$ cat src/rtl/tmr_pkg.sv
package tmr_pkg;

  typedef enum logic [3:0] {
    OC_HOLD   = 4'd0,
    OC_SET    = 4'd1,
    OC_CLR    = 4'd2,
    OC_TOG    = 4'd3,
    OC_LOW    = 4'd4,
    OC_HIGH   = 4'd5,
    OC_PWMA   = 4'd6,
    OC_PWMB   = 4'd7,
    OC_OPA    = 4'd8,
    OC_OPB    = 4'd9,
    OC_CMBOR  = 4'd12,
    OC_CMBAND = 4'd13,
    OC_ASYA   = 4'd14,
    OC_ASYB   = 4'd15
  } oc_mode_e;

  localparam int MODE_W = 4;
  localparam int NCH    = 2;

  localparam logic [2:0] ADR_PERIOD = 3'd0;
  localparam logic [2:0] ADR_CMP0   = 3'd1;
  localparam logic [2:0] ADR_CMP1   = 3'd2;
  localparam logic [2:0] ADR_MODES  = 3'd3;
  localparam logic [2:0] ADR_REP    = 3'd4;
  localparam logic [2:0] ADR_CTRL   = 3'd5;

  function automatic logic is_one_pulse(input logic [MODE_W-1:0] m);
    return (m == OC_OPA) || (m == OC_OPB);
  endfunction

endpackage

$ cat src/rtl/tmr_regs.sv
module tmr_regs
  import tmr_pkg::*;
#(
  parameter int CNT_W = 16,
  parameter int REP_W = 8
) (
  input  logic                           clk,
  input  logic                           rst_n,
  input  logic                           we,
  input  logic [2:0]                     addr,
  input  logic [CNT_W-1:0]               wdata,
  input  logic                           upd,
  output logic [CNT_W-1:0]               period_s,
  output logic [CNT_W-1:0]               period_a,
  output logic [NCH-1:0][CNT_W-1:0]      cmp_a,
  output logic [NCH-1:0][MODE_W-1:0]     mode_a,
  output logic [REP_W-1:0]               rep_s,
  output logic                           run,
  output logic                           down
);
  localparam int MODES_W = NCH * MODE_W;

  logic [NCH-1:0][CNT_W-1:0]  cmp_s;
  logic [NCH-1:0][MODE_W-1:0] mode_s;

  // shadow side
  always_ff @(posedge clk or negedge rst_n) begin
    if (!rst_n) begin
      period_s <= '0;
      rep_s    <= '0;
      mode_s   <= '0;
      run      <= 1'b0;
      down     <= 1'b0;
    end else if (we) begin
      case (addr)
        ADR_PERIOD: period_s <= wdata;
        ADR_MODES:  mode_s   <= wdata[MODES_W-1:0];
        ADR_REP:    rep_s    <= wdata[REP_W-1:0];
        ADR_CTRL: begin
          run  <= wdata[0];
          down <= wdata[1];
        end
        default: ;
      endcase
    end
  end

  generate
    for (genvar i = 0; i < NCH; i++) begin : g_cmp_shadow
      always_ff @(posedge clk or negedge rst_n) begin
        if (!rst_n)
          cmp_s[i] <= '0;
        else if (we && addr == ADR_CMP0 + 3'(i))
          cmp_s[i] <= wdata;
      end
    end
  endgenerate

  // active side, loaded on update only
  always_ff @(posedge clk or negedge rst_n) begin
    if (!rst_n) begin
      period_a <= '0;
      cmp_a    <= '0;
      mode_a   <= '0;
    end else if (upd) begin
      period_a <= period_s;
      cmp_a    <= cmp_s;
      mode_a   <= mode_s;
    end
  end

  a_r4_active_held: assert property (@(posedge clk) disable iff (!rst_n)
    !upd |=> ($stable(period_a) && $stable(cmp_a) && $stable(mode_a)));

endmodule

$ cat src/rtl/tmr_counter.sv
module tmr_counter #(
  parameter int CNT_W = 16,
  parameter int REP_W = 8
) (
  input  logic             clk,
  input  logic             rst_n,
  input  logic             run,
  input  logic             down,
  input  logic             restart,
  input  logic             force_upd,
  input  logic [CNT_W-1:0] period_a,
  input  logic [CNT_W-1:0] period_s,
  input  logic [REP_W-1:0] rep_s,
  output logic [CNT_W-1:0] cnt,
  output logic             upd,
  output logic             update_q
);
  logic [REP_W-1:0] rep_cnt;
  logic             at_end;
  logic             wrap;

  assign at_end = down ? (cnt == '0) : (cnt == period_a);
  assign wrap   = run && !restart && at_end;
  assign upd    = force_upd || (wrap && rep_cnt == '0);

  always_ff @(posedge clk or negedge rst_n) begin
    if (!rst_n)
      cnt <= '0;
    else if (force_upd)
      cnt <= down ? period_s : '0;
    else if (restart)
      cnt <= down ? period_a : '0;
    else if (wrap)
      cnt <= down ? (upd ? period_s : period_a) : '0;
    else if (run)
      cnt <= down ? cnt - 1'b1 : cnt + 1'b1;
  end

  always_ff @(posedge clk or negedge rst_n) begin
    if (!rst_n) begin
      rep_cnt  <= '0;
      update_q <= 1'b0;
    end else begin
      update_q <= upd;
      if (upd)
        rep_cnt <= rep_s;
      else if (wrap)
        rep_cnt <= rep_cnt - 1'b1;
    end
  end

  a_r2_cnt_in_range: assert property (@(posedge clk) disable iff (!rst_n)
    cnt <= period_a);

  a_r2_up_step: assert property (@(posedge clk) disable iff (!rst_n)
    (run && !down && !restart && !force_upd && cnt != period_a)
    |=> cnt == $past(cnt) + 1'b1);

  a_r3_rep_reload: assert property (@(posedge clk) disable iff (!rst_n)
    upd |=> rep_cnt == $past(rep_s));

endmodule

$ cat src/rtl/tmr_chan.sv
module tmr_chan
  import tmr_pkg::*;
#(
  parameter int CNT_W = 16
) (
  input  logic              clk,
  input  logic              rst_n,
  input  logic [CNT_W-1:0]  cnt,
  input  logic [CNT_W-1:0]  cmp,
  input  logic [MODE_W-1:0] mode,
  input  logic              down,
  input  logic              run,
  input  logic              open,
  output logic              ref_n,
  output logic              ref_q
);
  logic lt, gt, match, pwm_a;

  assign lt    = cnt < cmp;
  assign gt    = cnt > cmp;
  assign match = run && !lt && !gt;
  assign pwm_a = down ? !gt : lt;

  always_comb begin
    case (oc_mode_e'(mode))
      OC_HOLD:                      ref_n = ref_q;
      OC_SET:                       ref_n = match | ref_q;
      OC_CLR:                       ref_n = !match & ref_q;
      OC_TOG:                       ref_n = match ^ ref_q;
      OC_LOW:                       ref_n = 1'b0;
      OC_HIGH:                      ref_n = 1'b1;
      OC_PWMA, OC_CMBOR, OC_ASYA:   ref_n = pwm_a;
      OC_PWMB, OC_CMBAND, OC_ASYB:  ref_n = !pwm_a;
      OC_OPA:                       ref_n = open ? pwm_a  : !down;
      OC_OPB:                       ref_n = open ? !pwm_a : down;
      default:                      ref_n = ref_q;
    endcase
  end

  always_ff @(posedge clk or negedge rst_n) begin
    if (!rst_n) ref_q <= 1'b0;
    else        ref_q <= ref_n;
  end

  a_r6_force_high: assert property (@(posedge clk) disable iff (!rst_n)
    (mode == OC_HIGH) |=> ref_q);

  a_r5_pwm_up: assert property (@(posedge clk) disable iff (!rst_n)
    (mode == OC_PWMA && !down) |=> ref_q == ($past(cnt) < $past(cmp)));

endmodule

$ cat src/rtl/tmr_combine.sv
module tmr_combine
  import tmr_pkg::*;
(
  input  logic              clk,
  input  logic              rst_n,
  input  logic [1:0]        ref_n,
  input  logic [MODE_W-1:0] mode0,
  input  logic              down,
  output logic              comb_q
);
  logic comb_n;

  always_comb begin
    case (oc_mode_e'(mode0))
      OC_CMBOR:         comb_n = ref_n[0] | ref_n[1];
      OC_CMBAND:        comb_n = ref_n[0] & ref_n[1];
      OC_ASYA, OC_ASYB: comb_n = down ? ref_n[1] : ref_n[0];
      default:          comb_n = ref_n[0];
    endcase
  end

  always_ff @(posedge clk or negedge rst_n) begin
    if (!rst_n) comb_q <= 1'b0;
    else        comb_q <= comb_n;
  end

  a_r10_or_high: assert property (@(posedge clk) disable iff (!rst_n)
    (mode0 == OC_CMBOR && ref_n[1]) |=> comb_q);

endmodule

$ cat src/rtl/tmr_ocu.sv
module tmr_ocu
  import tmr_pkg::*;
#(
  parameter int CNT_W = 16,
  parameter int REP_W = 8
) (
  input  logic             clk,
  input  logic             rst_n,
  input  logic             cfg_we,
  input  logic [2:0]       cfg_addr,
  input  logic [CNT_W-1:0] cfg_wdata,
  input  logic             trig_i,
  input  logic             upd_force_i,
  output logic [CNT_W-1:0] cnt_o,
  output logic             dir_o,
  output logic             update_o,
  output logic [1:0]       ref_o,
  output logic             comb_o
);
  logic [CNT_W-1:0]               period_s, period_a;
  logic [NCH-1:0][CNT_W-1:0]      cmp_a;
  logic [NCH-1:0][MODE_W-1:0]     mode_a;
  logic [REP_W-1:0]               rep_s;
  logic                           run, down, upd, restart, opm_any, open_q;
  logic [NCH-1:0]                 ref_n;

  tmr_regs #(.CNT_W(CNT_W), .REP_W(REP_W)) u_regs (
    .clk(clk), .rst_n(rst_n), .we(cfg_we), .addr(cfg_addr), .wdata(cfg_wdata),
    .upd(upd), .period_s(period_s), .period_a(period_a), .cmp_a(cmp_a),
    .mode_a(mode_a), .rep_s(rep_s), .run(run), .down(down)
  );

  assign opm_any = is_one_pulse(mode_a[0]) || is_one_pulse(mode_a[1]);
  assign restart = trig_i && opm_any;

  tmr_counter #(.CNT_W(CNT_W), .REP_W(REP_W)) u_cnt (
    .clk(clk), .rst_n(rst_n), .run(run), .down(down), .restart(restart),
    .force_upd(upd_force_i), .period_a(period_a), .period_s(period_s),
    .rep_s(rep_s), .cnt(cnt_o), .upd(upd), .update_q(update_o)
  );

  // one-pulse window: opened by trigger, closed by update
  always_ff @(posedge clk or negedge rst_n) begin
    if (!rst_n)       open_q <= 1'b0;
    else if (restart) open_q <= 1'b1;
    else if (upd)     open_q <= 1'b0;
  end

  generate
    for (genvar i = 0; i < NCH; i++) begin : g_ch
      tmr_chan #(.CNT_W(CNT_W)) u_ch (
        .clk(clk), .rst_n(rst_n), .cnt(cnt_o), .cmp(cmp_a[i]), .mode(mode_a[i]),
        .down(down), .run(run), .open(open_q), .ref_n(ref_n[i]), .ref_q(ref_o[i])
      );
    end
  endgenerate

  tmr_combine u_comb (
    .clk(clk), .rst_n(rst_n), .ref_n(ref_n), .mode0(mode_a[0]),
    .down(down), .comb_q(comb_o)
  );

  assign dir_o = down;

  a_r9_restart_up: assert property (@(posedge clk) disable iff (!rst_n)
    (trig_i && opm_any && !upd_force_i && !down) |=> cnt_o == '0);

  a_r7_window_closed: assert property (@(posedge clk) disable iff (!rst_n)
    (upd && !restart) |=> !open_q);

endmodule

$ cat config.mk
export PLATFORM = sky130hd
export DESIGN_NAME = tmr_ocu
export DESIGN_NICKNAME = d
export VERILOG_FILES = /design/src/rtl/tmr_pkg.sv /design/src/rtl/tmr_regs.sv /design/src/rtl/tmr_counter.sv /design/src/rtl/tmr_chan.sv /design/src/rtl/tmr_combine.sv /design/src/rtl/tmr_ocu.sv
export SDC_FILE = /design/constraint.sdc
export NUM_CORES = 1
export LEC_CHECK = 0
export ABC_AREA = 1
export BUFFER_PORTS_ARGS = -buffer_cell sky130_fd_sc_hd__buf_2
export CAP_MARGIN = 15
export CORE_MARGIN = 3
export CORE_UTILIZATION = 62
export DETAILED_ROUTE_END_ITERATION = 8
export GPL_ROUTABILITY_DRIVEN = 0
export PLACE_DENSITY = 0.81
export SLEW_MARGIN = 20
export SYNTH_ARGS = -nofsm -noshare
export SYNTH_HDL_FRONTEND = slang
export SYNTH_SLANG_ARGS = --single-unit
$ cat constraint.sdc
create_clock -name clk -period 8.1 [get_ports clk]
set_clock_uncertainty 0.1 [all_clocks]
set_input_delay 2.025 -clock clk [delete_from_list [all_inputs] [get_ports clk]]
set_output_delay 2.025 -clock clk [all_outputs]
set_load 0.1 [all_outputs]
== Yosys cells after proc, flatten, opt, wreduce, memory -nomap -nowiden ==
Index checks and enable logic that the tools add are counted.

* Mux-type cells: 24
* Eq/ne operators: 32
* $add $sub $neg: 3
* Bitwise gates (word level): 8
* Reduce and logical (&&, ||, !) cells: 39
* Order comparisons: 4

{| class="wikitable"
|+ Operator list
! operator !! number
|-
| $mux W16 || 9
|-
| $eq A4 B4 Y1 const B || 12
|-
| $eq A4 B3 Y1 const B || 8
|-
| $gt A16 B16 Y1 || 2
|-
| $lt A16 B16 Y1 || 2
|-
| $pmux W1 S9 || 2
|-
| $add A16 B1 Y16 const B || 1
|-
| $eq A16 B16 Y1 || 1
|-
| $eq A4 B2 Y1 const B || 4
|-
| $logic_not A16 Y1 || 1
|-
| $mux W8 || 2
|-
| $sub A16 B1 Y16 const B || 1
|-
| $reduce_or A3 Y1 || 4
|-
| $logic_and A1 B1 Y1 || 10
|-
| $logic_not A1 Y1 || 10
|-
| $mux W1 || 10
|-
| $eq A4 B1 Y1 const B || 2
|-
| $logic_not A8 Y1 || 1
|-
| $reduce_and A2 Y1 || 4
|-
| $sub A8 B1 Y8 const B || 1
|-
| $eq A3 B2 Y1 const B || 2
|-
| $eq A3 B3 Y1 const B || 2
|-
| $logic_or A1 B1 Y1 || 4
|-
| $reduce_bool A2 Y1 || 2
|-
| other kinds (8) || 13
|}

* Output and inout bits: 21
* Word-level logic and storage cells: 130
* Register bits: 151

== Longest topological paths before layout ==
* Depth in word-level cells: 14
* Mapped depth: 22
* Gate-level depth less buffers: 22

== Hierarchy ==
A second synthesis with hierarchy kept.

* Cells, all modules: 1278
* Area total of the unflattened synthesis: 9356.5 µm²

{| class="wikitable"
|+ By module, submodules not included
! module !! seq. area each (µm²) !! instances !! area an instance (µm²) !! cells an instance
|-
| tmr_regs || 3052.9 || 1 || 4828.4 || 534
|-
| tmr_counter || 625.6 || 1 || 3029.2 || 491
|-
| tmr_chan (g_ch[0].u_ch) || 25.0 || 1 || 676.9 || 113
|-
| tmr_chan (g_ch[1].u_ch) || 25.0 || 1 || 669.4 || 113
|-
| tmr_combine || 25.0 || 1 || 80.1 || 14
|-
| tmr_ocu || 25.0 || 1 || 72.6 || 13
|}

== Worst setup path before layout ==
No wires, ideal clock.

* Kind: register to register
* Start: reg u_regs.down
* End: reg u_cnt.cnt[14]
* Buffers on the path: 1
* Stages on the path, launching flop included: 16
* Slack: 4.815 ns
* Arrival: 3.111 ns
* Period minus slack after synthesis: 3.285 ns
* Required time: 7.925 ns
* Path through: dfrtp_1 > buf_2 > inv_1 > fa_1 > o21ai_0 > nand3_1 > nand2_1 > nand3_1 > nand2_1 > xor2_1 > nand2_1 > nand2_1 > nand2_1 > nand2_1 > nand2_1 > a21oi_2

* Longest elaborated chain between the ends: 9
* Elaborated cells between the ends (all ways): 14

{| class="wikitable"
|+ Ends and longest elaborated chain
! what !! RTL line !! RTL
|-
| start: declaration || tmr_regs.sv:19 || <nowiki>output logic down</nowiki>
|-
| start signal: assignment || tmr_regs.sv:41 || <nowiki>down <= wdata[1];</nowiki>
|-
| $mux W1 || tmr_counter.sv:22 || <nowiki>assign at_end = down ? (cnt == '0) : (cnt == period_a);</nowiki>
|-
| $logic_and A1 B1 Y1 || tmr_counter.sv:23 || <nowiki>assign wrap = run && !restart && at_end;</nowiki>
|-
| $logic_and A1 B1 Y1 || tmr_counter.sv:24 || <nowiki>assign upd = force_upd || (wrap && rep_cnt == '0);</nowiki>
|-
| $logic_or A1 B1 Y1 || tmr_counter.sv:24 ||
|-
| $mux W16 (2 in series) || tmr_counter.sv:34 || <nowiki>cnt <= down ? (upd ? period_s : period_a) : '0;</nowiki>
|-
| $mux W16 || tmr_counter.sv:33 || <nowiki>else if (wrap)</nowiki>
|-
| $mux W16 || tmr_counter.sv:31 || <nowiki>else if (restart)</nowiki>
|-
| $mux W16 || tmr_counter.sv:29 || <nowiki>else if (force_upd)</nowiki>
|-
| end signal: assignment || tmr_counter.sv:30 || <nowiki>cnt <= down ? period_s : '0;</nowiki>
|-
| end signal: assignment || tmr_counter.sv:32 || <nowiki>cnt <= down ? period_a : '0;</nowiki>
|-
| end signal: assignment || tmr_counter.sv:34 ||
|-
| end: declaration || tmr_counter.sv:14 || <nowiki>output logic [CNT_W-1:0] cnt,</nowiki>
|}

Parallel ways exist; a longest one is shown, timed or not. The select of a mux whose other input is x is not followed.
A chain may end at the register's enable or synchronous reset.

== Worst setup path in the final report ==
* Start: in trig_i
* End: reg u_regs.mode_a[4] (netlist bit)

* Longest elaborated chain between the ends: 6

{| class="wikitable"
|+ Ends and longest elaborated chain
! what !! RTL line !! RTL
|-
| start: declaration || tmr_ocu.sv:12 || <nowiki>input logic trig_i,</nowiki>
|-
| $logic_and A1 B1 Y1 || tmr_ocu.sv:34 || <nowiki>assign restart = trig_i && opm_any;</nowiki>
|-
| $logic_not A1 Y1 || tmr_counter.sv:23 ||
|-
| $logic_and A1 B1 Y1 (2 in series) || tmr_counter.sv:23 ||
|-
| $logic_and A1 B1 Y1 || tmr_counter.sv:24 ||
|-
| $logic_or A1 B1 Y1 || tmr_counter.sv:24 ||
|-
| end signal: assignment || tmr_regs.sv:68 || <nowiki>mode_a <= mode_s;</nowiki>
|-
| end: declaration || tmr_regs.sv:16 || <nowiki>output logic [NCH-1:0][MODE_W-1:0] mode_a,</nowiki>
|}

Every way passes these cells.

==> impl_metrics.csv <==
group,metric,value,unit
clock_tree,cts.sinks,151,
yosys,yosysSeqAreaShare,0.426,
global_route,grt_pass1_vias,7219,
detailed_routing,wl_met2,10.4,mm
sta,hold_ws,0.377,ns
sta,slew_headroom,0.291,
yosys,synthArstFlopShare,1.00,
run_status,status,"finished clean",
clock_tree,cts_setup_buffers,0,
floorplan,die-area,15800,µm²
sta,maxSlewViolCount,0,
detailed_routing,wl_per_cell,15.7,µm
sta,finalSetupTns,0,ns
yosys,synth_area_leaders,"dfrtp_1, nand2_1, ha_1, o21ai_0, inv_1",
detailed_routing,drc_errors,0,
power_and_ir_drop,peakVddDrop,0.000214,V
floorplan,core_area,13900,µm²
detailed_routing,routed_wl,21.7,mm
clock_tree,clkTransAtPathRegs,0.06,ns
yosys,synth.most_common_cell,"nand2_1",
detailed_routing,highest_layer,"met4",
global_route,gr-total-overflow,0,
worst_setup_path,critPathMaxFanout,57,
floorplan,die_h,126,µm
layout,num_antenna_cells,0,
yosys,synth_common_cells,"nand2_1, dfrtp_1, inv_1",
global_route,grt_max_degree,88,
layout,drive_gt1_frac,0.109,
detailed_routing,dr.pass1.iters,5,
worst_setup_path,cp_data_required_time,8.29,ns
clock_tree,cts_buffer_depth,2,
worst_setup_path,startpoint_type,"input pin",
layout,fin_area,9760,µm²
yosys,syn_area_per_cell,7.62,µm²
yosys,yosysWarnings,0,
worst_setup_path,crit_type,"in2reg",
worst_setup_path,cp-end-kind,"flop",
clock_tree,clk_latency,0.43,ns
sta,fin_crit,4.34,ns
yosys,yosysTopAreaCell,"dfrtp_1",
yosys,synthFlopType,"dfrtp_1",
global_route,antenna_found_initial,0,
flow_run,maxCapViolations,0,
detailed_routing,antenna_left,0,
layout,nFillCells,1100,
detailed_routing,drt_iter0_drc,752,
sta,grt_setup_unrepaired,"no",
clock_tree,numCtsBuffers,17,
global_route,track_usage,0.286,
layout,finalNetCount,1267,
floorplan,fp.dieW,126,µm
detailed_routing,via_per_inst,5.62,
sta,fin_crit_sh,0.536,
placement,dpl_cell_area,9130,µm²
detailed_routing,wl_met3,1.36,mm
clock_tree,cts_resized,0,
sta,hold_viol_final,0,
floorplan,ios,45,
detailed_routing,wl_met1,9.35,mm
floorplan,rows,43,
worst_setup_path,crit_arrival,4.53,ns
placement,io_buffers,44,
sta,tightestPinTransition,1.06,ns
floorplan,start_util,0.636,
clock_tree,holdBufCountCts,0,
placement,place_ws,3.40,ns
power_and_ir_drop,p_leak,5.10,nW
power_and_ir_drop,pwr_density_cell,363,nW/µm²
sta,fmax,230,MHz
layout,final_core_util,0.700,
clock_tree,cts_tree,"done",
sta,layout_setup_ws,3.76,ns
yosys,ys_types,47,
detailed_routing,vias,7775,
yosys,synth-seq-cells,151,
placement,hpwl,14.8,mm
yosys,synth_nets,1240,
hold_path,hold_path_class,"reg2reg",
global_route,grt_pass1_wl,35.8,mm
layout,areaGrowthSynthToFinish,10.1,%
clock_tree,cts-root-buf,"clkbuf_16",
sta,setup_viol,0,
yosys,synth_cells,1164,
layout,multi_input_area,4320,µm²
yosys,netlist_area,8870,µm²
yosys,synth_enable_flop_cells,0,
clock_tree,cts_max_level,4,
layout,seqCellArea,3780,µm²
yosys,synth_top_area_frac,0.426,
[state kept, by name, indices dropped and copies added, names as in the netlist, 8 cells and up]
| name | flops |
|---|---|
| u_regs.mode_s | 8 |
| u_regs.mode_a | 8 |
| u_regs.rep_s | 8 |
| u_regs.period_a | 16 |
| u_cnt.cnt | 16 |
| u_regs.cmp_s | 32 |
| u_regs.cmp_a | 32 |
| u_regs.period_s | 16 |
| u_cnt.rep_cnt | 8 |
[kinds of logic after synthesis]
logic type / Yosys count / share of synthesized area
simple gates: 549 / 0.269
compound gates: 215 / 0.133
buf+inv: 186 / 0.0869
flops: 151 / 0.426
fa+ha+maj: 52 / 0.0742
xor+xnor: 11 / 0.0109
[power breakdown]
| part | switching (mW) | internal, mW | total (mW) |
|---|---|---|---|
| clock | 0.303 | 0.532 | 0.835 |
| sequential | 0.197 | 0.919 | 1.12 |
| combinational | 1.11 | 0.485 | 1.59 |
[worst max-delay path: stages]
cell and delay, ns:
buf_2 0.12, nand2_4 0.23, nand2_4 0.11, a21oi_4 0.19
nand3_4 0.27, nand2_2 0.85, buf_4 0.52, o21ai_0 0.18
[final timing paths]
path / from / end / slack [ns] / cells past startpoint
min reg2reg: u_regs.mode_s[7]$_DFFE_PN0P_ / u_regs.mode_a[7]$_DFFE_PN0N_ / 0.38 / 2
max: trig_i / u_regs.mode_a[4]$_DFFE_PN0N_ / 3.76 / 8
min: u_regs.mode_s[7]$_DFFE_PN0P_ / u_regs.mode_a[7]$_DFFE_PN0N_ / 0.38 / 2
max in group asynchronous: rst_n / u_regs.cmp_s[30]$_DFFE_PN0P_ / 5.05 / 2
min in group asynchronous: rst_n / u_cnt.cnt[10]$_DFFE_PN0P_ / 1.52 / 1
max reg2reg: u_cnt.cnt[1]$_DFFE_PN0P_ / u_regs.mode_a[4]$_DFFE_PN0N_ / 4.68 / 12
[routing by layer]
layer  GRT usage  up-vias
met3      0.0555       46
met2       0.455      277
met4       0.116        0
met5           0        -
li1            -     3803
met1       0.386     3649
[through the flow]
stage	total power, mW	cells
global route	3.81	1383
detailed placement	2.70	1352
finish	3.55	1383
CTS	3.55	1383
floorplan	2.34	1164
global placement	2.67	1352
[cell usage in the layout, fill, tap and decap left out, drive strengths merged, types with 7 or more instances in the layout]
cell type    n
nand2      366
nor3         7
nand3       66
o21ai      130
dfrtp      151
xor2        11
or2          8
inv        145
a21oi       65
and2        16
buf         48
ha          51
clkbuf      25
nor2        67
nand4       14
[area by class of cell]
class / count / area share
clock buffers: 25 / 0.0528
clock inverters: 6 / 0.0115
inverters: 146 / 0.0562
multi-input cells: 827 / 0.443
flip-flops and latches: 151 / 0.387
well taps: 180 / 0.0231
repair buffers: 48 / 0.0263
Power figures use the tool's default switching activity.
